### config.mk
export PLATFORM = sky130hd
export DESIGN_NAME = smb_blk_xfer
export DESIGN_NICKNAME = d
export VERILOG_FILES = /design/src/rtl/smb_blk_pkg.sv /design/src/rtl/smb_blk_regs.sv /design/src/rtl/smb_blk_seq.sv /design/src/rtl/smb_blk_xfer.sv
export SDC_FILE = /design/constraint.sdc
export NUM_CORES = 1
export LEC_CHECK = 0
export CAP_MARGIN = 20
export CORE_MARGIN = 5
export CORE_UTILIZATION = 60
export CTS_BUF_LIST = sky130_fd_sc_hd__clkbuf_8
export DETAILED_ROUTE_END_ITERATION = 10
export HOLD_SLACK_MARGIN = 0.08
export PLACE_DENSITY = 0.94
export SYNTH_ARGS = -nofsm -noshare
export SYNTH_HDL_FRONTEND = slang
export SYNTH_SLANG_ARGS = --single-unit
### constraint.sdc
create_clock -name clk_i -period 3 [get_ports clk_i]
set_clock_uncertainty 0.2 [all_clocks]
set_input_delay 0.6 -clock clk_i [delete_from_list [all_inputs] [get_ports clk_i]]
set_output_delay 0.6 -clock clk_i [all_outputs]
set_load 0.005 [all_outputs]
### src/rtl/smb_blk_pkg.sv
package smb_blk_pkg;
  localparam int REG_AW = 3;

  localparam logic [REG_AW-1:0] RA_TGT  = 3'd0;
  localparam logic [REG_AW-1:0] RA_CMD  = 3'd1;
  localparam logic [REG_AW-1:0] RA_CNT  = 3'd2;
  localparam logic [REG_AW-1:0] RA_DATA = 3'd3;
  localparam logic [REG_AW-1:0] RA_CTRL = 3'd4;
  localparam logic [REG_AW-1:0] RA_STAT = 3'd5;

  localparam int CTRL_GO   = 0;
  localparam int CTRL_IE   = 1;
  localparam int STAT_DONE = 0;
  localparam int STAT_ERR  = 1;
  localparam int STAT_BUSY = 2;

  typedef enum logic [2:0] {
    OP_START = 3'd0,
    OP_WRITE = 3'd1,
    OP_READ  = 3'd2,
    OP_ACK   = 3'd3,
    OP_NACK  = 3'd4,
    OP_STOP  = 3'd5
  } phy_op_e;

  typedef enum logic [3:0] {
    ST_IDLE, ST_ADR, ST_CMD, ST_CNT, ST_WDAT, ST_WWAIT,
    ST_RSTA, ST_RCNT, ST_RCACK, ST_RZNAK, ST_RDAT, ST_RWAIT,
    ST_RACK, ST_STOP
  } seq_st_e;
endpackage

### src/rtl/smb_blk_regs.sv
module smb_blk_regs
  import smb_blk_pkg::*;
#(
  parameter int DW = 8
) (
  input  logic              clk_i,
  input  logic              rst_ni,
  input  logic              we_i,
  input  logic [REG_AW-1:0] addr_i,
  input  logic [DW-1:0]     wdata_i,
  output logic [DW-1:0]     rdata_o,
  input  logic              busy_i,
  input  logic              hw_done_set_i,
  input  logic              hw_err_set_i,
  input  logic              hw_cnt_we_i,
  input  logic              hw_data_we_i,
  input  logic [DW-1:0]     hw_byte_i,
  output logic [DW-1:0]     tgt_o,
  output logic [DW-1:0]     cmd_o,
  output logic [DW-1:0]     cnt_o,
  output logic [DW-1:0]     data_o,
  output logic              done_o,
  output logic              err_o,
  output logic              ie_o,
  output logic              go_o
);
  logic wr_tgt, wr_cmd, wr_cnt, wr_data, wr_ctrl, wr_stat;

  assign wr_tgt  = we_i && (addr_i == RA_TGT);
  assign wr_cmd  = we_i && (addr_i == RA_CMD);
  assign wr_cnt  = we_i && (addr_i == RA_CNT);
  assign wr_data = we_i && (addr_i == RA_DATA);
  assign wr_ctrl = we_i && (addr_i == RA_CTRL);
  assign wr_stat = we_i && (addr_i == RA_STAT);

  assign go_o = wr_ctrl && wdata_i[CTRL_GO] && !busy_i;

  always_ff @(posedge clk_i or negedge rst_ni) begin
    if (!rst_ni) begin
      tgt_o  <= '0;
      cmd_o  <= '0;
      cnt_o  <= '0;
      data_o <= '0;
      ie_o   <= 1'b0;
      done_o <= 1'b0;
      err_o  <= 1'b0;
    end else begin
      if (wr_tgt) tgt_o <= wdata_i;
      if (wr_cmd) cmd_o <= wdata_i;
      if (wr_ctrl) ie_o <= wdata_i[CTRL_IE];
      // hardware store beats a same-cycle software write
      if (hw_cnt_we_i)      cnt_o <= hw_byte_i;
      else if (wr_cnt)      cnt_o <= wdata_i;
      if (hw_data_we_i)     data_o <= hw_byte_i;
      else if (wr_data)     data_o <= wdata_i;
      if (hw_done_set_i)    done_o <= 1'b1;
      else if (go_o)        done_o <= 1'b0;
      else if (wr_stat && wdata_i[STAT_DONE]) done_o <= 1'b0;
      if (hw_err_set_i)     err_o <= 1'b1;
      else if (go_o)        err_o <= 1'b0;
      else if (wr_stat && wdata_i[STAT_ERR]) err_o <= 1'b0;
    end
  end

  always_comb begin
    rdata_o = '0;
    case (addr_i)
      RA_TGT:  rdata_o = tgt_o;
      RA_CMD:  rdata_o = cmd_o;
      RA_CNT:  rdata_o = cnt_o;
      RA_DATA: rdata_o = data_o;
      RA_CTRL: rdata_o[CTRL_IE] = ie_o;
      RA_STAT: begin
        rdata_o[STAT_DONE] = done_o;
        rdata_o[STAT_ERR]  = err_o;
        rdata_o[STAT_BUSY] = busy_i;
      end
      default: rdata_o = '0;
    endcase
  end
endmodule

### src/rtl/smb_blk_seq.sv
module smb_blk_seq
  import smb_blk_pkg::*;
#(
  parameter int DW = 8
) (
  input  logic          clk_i,
  input  logic          rst_ni,
  input  logic          go_i,
  input  logic [DW-1:0] tgt_i,
  input  logic [DW-1:0] cmd_i,
  input  logic [DW-1:0] cnt_i,
  input  logic [DW-1:0] data_i,
  input  logic          done_i,
  input  logic          phy_done_i,
  input  logic          phy_nack_i,
  input  logic [DW-1:0] phy_rbyte_i,
  output logic          phy_req_o,
  output logic [2:0]    phy_op_o,
  output logic [DW-1:0] phy_byte_o,
  output logic          scl_hold_o,
  output logic          busy_o,
  output logic          set_done_o,
  output logic          set_err_o,
  output logic          cnt_we_o,
  output logic          data_we_o
);
  seq_st_e       st_q, st_d;
  logic [DW-1:0] rem_q, rem_d;
  logic          pend_q;
  phy_op_e       op;
  logic          op_st, ev, last, zero_wr, zero_rd, nack_ev, rx_zero;

  assign ev      = pend_q && phy_done_i;
  assign last    = (rem_q == DW'(1));
  assign rx_zero = (phy_rbyte_i == '0);
  assign zero_wr = go_i && !tgt_i[0] && (cnt_i == '0);
  assign zero_rd = ev && (st_q == ST_RCNT) && rx_zero;
  assign nack_ev = ev && phy_nack_i &&
                   ((st_q == ST_ADR) || (st_q == ST_CMD) || (st_q == ST_CNT) ||
                    (st_q == ST_WDAT) || (st_q == ST_RSTA));

  always_comb begin
    op         = OP_STOP;
    phy_byte_o = '0;
    op_st      = 1'b1;
    case (st_q)
      ST_ADR:   begin op = OP_START; phy_byte_o = {tgt_i[DW-1:1], 1'b0}; end
      ST_CMD:   begin op = OP_WRITE; phy_byte_o = cmd_i; end
      ST_CNT:   begin op = OP_WRITE; phy_byte_o = cnt_i; end
      ST_WDAT:  begin op = OP_WRITE; phy_byte_o = data_i; end
      ST_RSTA:  begin op = OP_START; phy_byte_o = {tgt_i[DW-1:1], 1'b1}; end
      ST_RCNT:  op = OP_READ;
      ST_RCACK: op = OP_ACK;
      ST_RZNAK: op = OP_NACK;
      ST_RDAT:  op = OP_READ;
      ST_RACK:  op = last ? OP_NACK : OP_ACK;
      ST_STOP:  op = OP_STOP;
      default:  op_st = 1'b0;
    endcase
  end

  assign phy_op_o   = op;
  assign phy_req_o  = op_st && !pend_q;
  assign scl_hold_o = (st_q == ST_WWAIT) || (st_q == ST_RWAIT);
  assign busy_o     = (st_q != ST_IDLE);
  assign set_err_o  = ((st_q == ST_IDLE) && zero_wr) || nack_ev || zero_rd;
  assign set_done_o = ev && (((st_q == ST_WDAT) && !phy_nack_i) || (st_q == ST_RDAT));
  assign cnt_we_o   = ev && (st_q == ST_RCNT) && !rx_zero;
  assign data_we_o  = ev && (st_q == ST_RDAT);

  always_comb begin
    st_d  = st_q;
    rem_d = rem_q;
    case (st_q)
      ST_IDLE:  if (go_i && !zero_wr) begin st_d = ST_ADR; rem_d = cnt_i; end
      ST_ADR:   if (ev) st_d = phy_nack_i ? ST_STOP : ST_CMD;
      ST_CMD:   if (ev) st_d = phy_nack_i ? ST_STOP : (tgt_i[0] ? ST_RSTA : ST_CNT);
      ST_CNT:   if (ev) st_d = phy_nack_i ? ST_STOP : ST_WDAT;
      ST_WDAT:  if (ev) begin
        if (phy_nack_i) st_d = ST_STOP;
        else begin
          rem_d = rem_q - DW'(1);
          st_d  = last ? ST_STOP : ST_WWAIT;
        end
      end
      ST_WWAIT: if (!done_i) st_d = ST_WDAT;
      ST_RSTA:  if (ev) st_d = phy_nack_i ? ST_STOP : ST_RCNT;
      ST_RCNT:  if (ev) begin
        if (rx_zero) st_d = ST_RZNAK;
        else begin rem_d = phy_rbyte_i; st_d = ST_RCACK; end
      end
      ST_RCACK: if (ev) st_d = ST_RDAT;
      ST_RZNAK: if (ev) st_d = ST_STOP;
      ST_RDAT:  if (ev) st_d = ST_RWAIT;
      ST_RWAIT: if (!done_i) st_d = ST_RACK;
      ST_RACK:  if (ev) begin
        rem_d = rem_q - DW'(1);
        st_d  = last ? ST_STOP : ST_RDAT;
      end
      ST_STOP:  if (ev) st_d = ST_IDLE;
      default:  st_d = ST_IDLE;
    endcase
  end

  always_ff @(posedge clk_i or negedge rst_ni) begin
    if (!rst_ni) begin
      st_q   <= ST_IDLE;
      rem_q  <= '0;
      pend_q <= 1'b0;
    end else begin
      st_q  <= st_d;
      rem_q <= rem_d;
      if (phy_req_o) pend_q <= 1'b1;
      else if (ev)   pend_q <= 1'b0;
    end
  end
endmodule

### src/rtl/smb_blk_xfer.sv
module smb_blk_xfer
  import smb_blk_pkg::*;
#(
  parameter int DW = 8
) (
  input  logic              clk_i,
  input  logic              rst_ni,
  input  logic              reg_we_i,
  input  logic [REG_AW-1:0] reg_addr_i,
  input  logic [DW-1:0]     reg_wdata_i,
  output logic [DW-1:0]     reg_rdata_o,
  output logic              irq_o,
  output logic              phy_req_o,
  output logic [2:0]        phy_op_o,
  output logic [DW-1:0]     phy_byte_o,
  input  logic              phy_done_i,
  input  logic              phy_nack_i,
  input  logic [DW-1:0]     phy_rbyte_i,
  output logic              scl_hold_o
);
  logic [DW-1:0] tgt, cmd, cnt, data;
  logic          byte_done, err, irq_en, go, busy;
  logic          set_done, set_err, cnt_we, data_we;

  smb_blk_regs #(.DW(DW)) i_regs (
    .clk_i         (clk_i),
    .rst_ni        (rst_ni),
    .we_i          (reg_we_i),
    .addr_i        (reg_addr_i),
    .wdata_i       (reg_wdata_i),
    .rdata_o       (reg_rdata_o),
    .busy_i        (busy),
    .hw_done_set_i (set_done),
    .hw_err_set_i  (set_err),
    .hw_cnt_we_i   (cnt_we),
    .hw_data_we_i  (data_we),
    .hw_byte_i     (phy_rbyte_i),
    .tgt_o         (tgt),
    .cmd_o         (cmd),
    .cnt_o         (cnt),
    .data_o        (data),
    .done_o        (byte_done),
    .err_o         (err),
    .ie_o          (irq_en),
    .go_o          (go)
  );

  smb_blk_seq #(.DW(DW)) i_seq (
    .clk_i       (clk_i),
    .rst_ni      (rst_ni),
    .go_i        (go),
    .tgt_i       (tgt),
    .cmd_i       (cmd),
    .cnt_i       (cnt),
    .data_i      (data),
    .done_i      (byte_done),
    .phy_done_i  (phy_done_i),
    .phy_nack_i  (phy_nack_i),
    .phy_rbyte_i (phy_rbyte_i),
    .phy_req_o   (phy_req_o),
    .phy_op_o    (phy_op_o),
    .phy_byte_o  (phy_byte_o),
    .scl_hold_o  (scl_hold_o),
    .busy_o      (busy),
    .set_done_o  (set_done),
    .set_err_o   (set_err),
    .cnt_we_o    (cnt_we),
    .data_we_o   (data_we)
  );

  assign irq_o = byte_done && irq_en;
endmodule

==> key figures <==
Route
  – WL met2: about 5400 um
  – DRC: 0
  – First-pass DRT Iterations: 5
  – DR WL met3: 1360 um
  – Via/cell ratio: between 7 and 8
  – Met1 WL: slightly above 4000 um
  – Initial drt markers: 589
  – Antenna Nets Post-Route: 0
  – Vias: roughly 3600
  – Max layer used: met4
  – DRT Wirelength: roughly 11000 um
  – Routed WL per cell: between 20 and 25 um

STA
  – Count of pins over their slew limit: 0
  – Max Clk Rate: between 300 and 400 MHz
  – Setup_tns: -0.0602 ns
  – Max-slew headroom: 0.348
  – Tmin final: a little over 3 ns
  – Final count of hold timing violations: 0
  – Crit share post-route: 1.02
  – Tightest Pin Transition: approximately 0.98 ns
  – RSZ-0062 raised after global routing: true
  – Endpoints failing setup: 1
  – Worst setup margin: -0.0602 ns

Floorplan
  – Die X: about 84 um
  – Initial Util: 0.609
  – Die area: around 0.0071 mm2
  – # rows: 27
  – Die Y: between 80 and 90 um
  – I/O Pins: 46
  – Core area: ~0.0054 mm2

Power and ir drop
  – Cell Pwr Density: a little under 1000 mW/mm2
  – Worst VDD drop: approximately 0.00057 V
  – Leak pwr: 1.87 nW
  – Total power: 4.26 mW

GRT
  – Global-route wire length before repair: 17700 um
  – Global route total overflow: 0
  – Tot GR Track Use: 0.310
  – Vias in the first global route: about 3500
  – Largest net degree at the start of global routing: 26
  – Antenna violations before repair: 0

Job
  – Max cap viols: 0

Cells and area
  – Final core occ: 0.800
  – Final std cells w/o fill: ~520
  – Nets@finish: between 400 and 500
  – Ant diodes: 0
  – P&R area growth vs syn: 31.4%
  – Fill cells: slightly below 300
  – Share of layout cells above drive strength 1: 0.257

Critical path
  – Crit-path max cell delay: 0.46 ns
  – Worst-path cell chain: buf_6, nor2b_4, buf_6, buf_4, a22oi_1, nor2_1, a221o_1, dlygate4sd2_1
  – CP top delay family: buffers and inverters
  – Endpoint class of the critical path: output pin
  – Crit start category: flop
  – Crit-path most repeated cell: buf_6
  – Worst Setup SP: i_seq.st_q[1]
  – CP max-delay cell: dfrtp_2
  – Buf+Inv Stages, Crit Path: 4
  – Worst endpoint data arrival time: around 2.3 ns
  – R2R Path Start: i_seq.st_q[1]
  – Worst path required time: approximately 2.2 ns
  – CP Max Fanout: 7
  – Worst Setup Path Type: reg -> out

Synth
  – Post-synthesis sequential area ratio: 0.363
  – Cell variety after synth: 60
  – Post-Syn Nets: just under 400
  – Post-synth ARST share: 1.00
  – Yosys warns: 0
  – Post-Syn Area: ~0.0033 mm2
  – Cell count after synthesis: about 360
  – Post-synthesis register bit count: 48
  – Post-synth top flop: dfrtp_1
  – Post-synth EDFFs: 0
  – Synth Area per Inst: 9.13 um2

Place
  – Buffers on Ports: 45
  – Pre-CTS setup slack: -0.166 ns
  – DP HPWL: between 7000 and 8000 um
  – GP Congestion: approximately 1
  – Post-Place Cells: about 500

CTS
  – Sinks on Clock Net: 48
  – CTS tree: yes
  – Max H-tree Level: 2
  – CTS Buf Count: 5
  – Clock Root Buffer: clkbuf_8
  – Worst-Skew Late Latency: roughly 0.32 ns
  – Max Root-Sink Buffers: 2
  – Clk pin slew, worst setup/hold paths: 0.10 ns

Run status
  – Failing checks: negative setup slack
  – Status: finished, violations left

Min path
  – Min-Delay Path Class: reg -> reg
  – Hold Startpoint: i_seq.pend_q
## path summary, 6_finish.rpt
kind                       cells past startpoint          endpoint  slack (ns)
setup reg to reg                               5    i_seq.rem_q[0]        0.41
hold / removal                                 1      i_seq.pend_q        0.33
max in group asynchronous                      3  i_regs.data_o[7]        1.71
min in group asynchronous                      2      i_seq.pend_q        0.38
hold reg to reg                                1      i_seq.pend_q        0.33
setup / recovery                               8     phy_byte_o[1]       -0.06
## layout by cell type (no fill, tap or decap), types with 8 or more instances in the layout
cell	count
nor2b_1	8
o21ai_0	17
nor2_1	46
buf_4	44
dlygate4sd2_1	12
dfrtp_1	45
clkdlybuf4s50_1	29
a21oi_1	27
nand2_1	20
nand3_1	8
mux2i_1	19
inv_1	10
mux2_2	20
## layer usage
layer / track usage / vias to the layer above
li1: - / 1523
met1: 0.394 / 1694
met2: 0.501 / 331
met3: 0.0805 / 72
met4: 0.130 / 0
met5: 0 / -
## what timing repair did
| item | CTS | global route |
|---|---|---|
| hold buffers | 1 | 0 |
| pin swaps | 1 | 1 |
| buffers inserted | 8 | 8 |
| cloned | 1 | 0 |
| resized for setup | 24 | 12 |
| endpoints found under the setup margin | 18 | 14 |
| endpoints found under the hold margin | 1 | 0 |
## synth_stat cells, types with 2 or more instances
library cell / number / area [um2]
o221ai_1: 2 / 17.5
a31oi_1: 4 / 25.0
buf_1: 2 / 7.51
a211o_1: 2 / 17.5
mux2_2: 20 / 225
buf_2: 8 / 40.0
nor4_1: 6 / 37.5
nor2b_1: 11 / 68.8
and2_1: 3 / 18.8
o31ai_1: 6 / 45.0
mux4_2: 5 / 113
nand3_1: 8 / 40.0
a221o_1: 7 / 70.1
a21oi_2: 3 / 26.3
nor2_1: 48 / 180
nand2b_1: 4 / 25.0
dfrtp_1: 48 / 1200
clkbuf_1: 11 / 41.3
nand2_1: 20 / 75.1
o21ai_2: 7 / 61.3
xnor2_1: 2 / 17.5
ha_1: 2 / 25.0
a21o_1: 2 / 15.0
nand4_1: 2 / 12.5
nor3_1: 5 / 25.0
o22ai_1: 3 / 18.8
a22oi_1: 7 / 52.6
a21oi_1: 27 / 135
o21ai_0: 17 / 85.1
o211ai_1: 4 / 30.0
a211oi_1: 3 / 22.5
mux2i_1: 19 / 190
and3b_1: 2 / 17.5
a221oi_1: 6 / 52.6
o32ai_1: 3 / 26.3
inv_1: 10 / 37.5
## cells by family after synthesis
kind of cell / Yosys count / share of synthesized area
AO/OA/AOI/OAI: 110 / 0.233
XOR/XNOR: 2 / 0.00529
adder cells (fa/ha/maj): 2 / 0.00755
buffers and inverters: 34 / 0.0449
flip-flops: 48 / 0.363
multiplexers: 44 / 0.159
AND/OR/NAND/NOR: 123 / 0.187
## metrics by stage
step / hold slack, ns / instance area [um2]
CTS: 0.328 / 4260
global route: 0.360 / 4350
global placement: 0.191 / 4010
detailed placement: 0.193 / 4010
finish: 0.329 / 4350
floorplan: 0.104 / 3310
## area by class of cell
cell class / instances / area [um2] / area share
Clock buffer: 5 / 68.8 / 0.0158
Clock inverter: 3 / 46.3 / 0.0106
Inverter: 11 / 41.3 / 0.00949
Multi-Input combinational cell: 281 / 2020 / 0.464
Sequential cell: 48 / 1200 / 0.277
Tap cell: 72 / 90.1 / 0.0207
Timing Repair Buffer: 96 / 882 / 0.203
## state kept, by name, indices dropped and copies added (netlist names)
name / flops
i_regs.cmd_o: 8
i_regs.cnt_o: 8
i_regs.data_o: 8
i_regs.done_o: 1
i_regs.err_o: 1
i_regs.ie_o: 1
i_regs.tgt_o: 8
i_seq.pend_q: 1
i_seq.rem_q: 8
i_seq.st_q: 4
## report_power, final
group	switching (mW)	internal [mW]
clock network	0.252	0.252
registers	0.361	0.913
logic	1.28	1.21
total	1.89	2.37
## worst register-to-register path: stages, from the launching register on
cell and delay [ns]:
dfrtp_2 0.46, buf_4 0.19, or4_4 0.56, a21oi_2 0.45, or2_1 0.49, a21oi_2 0.12
Power figures use the tool's default switching activity.
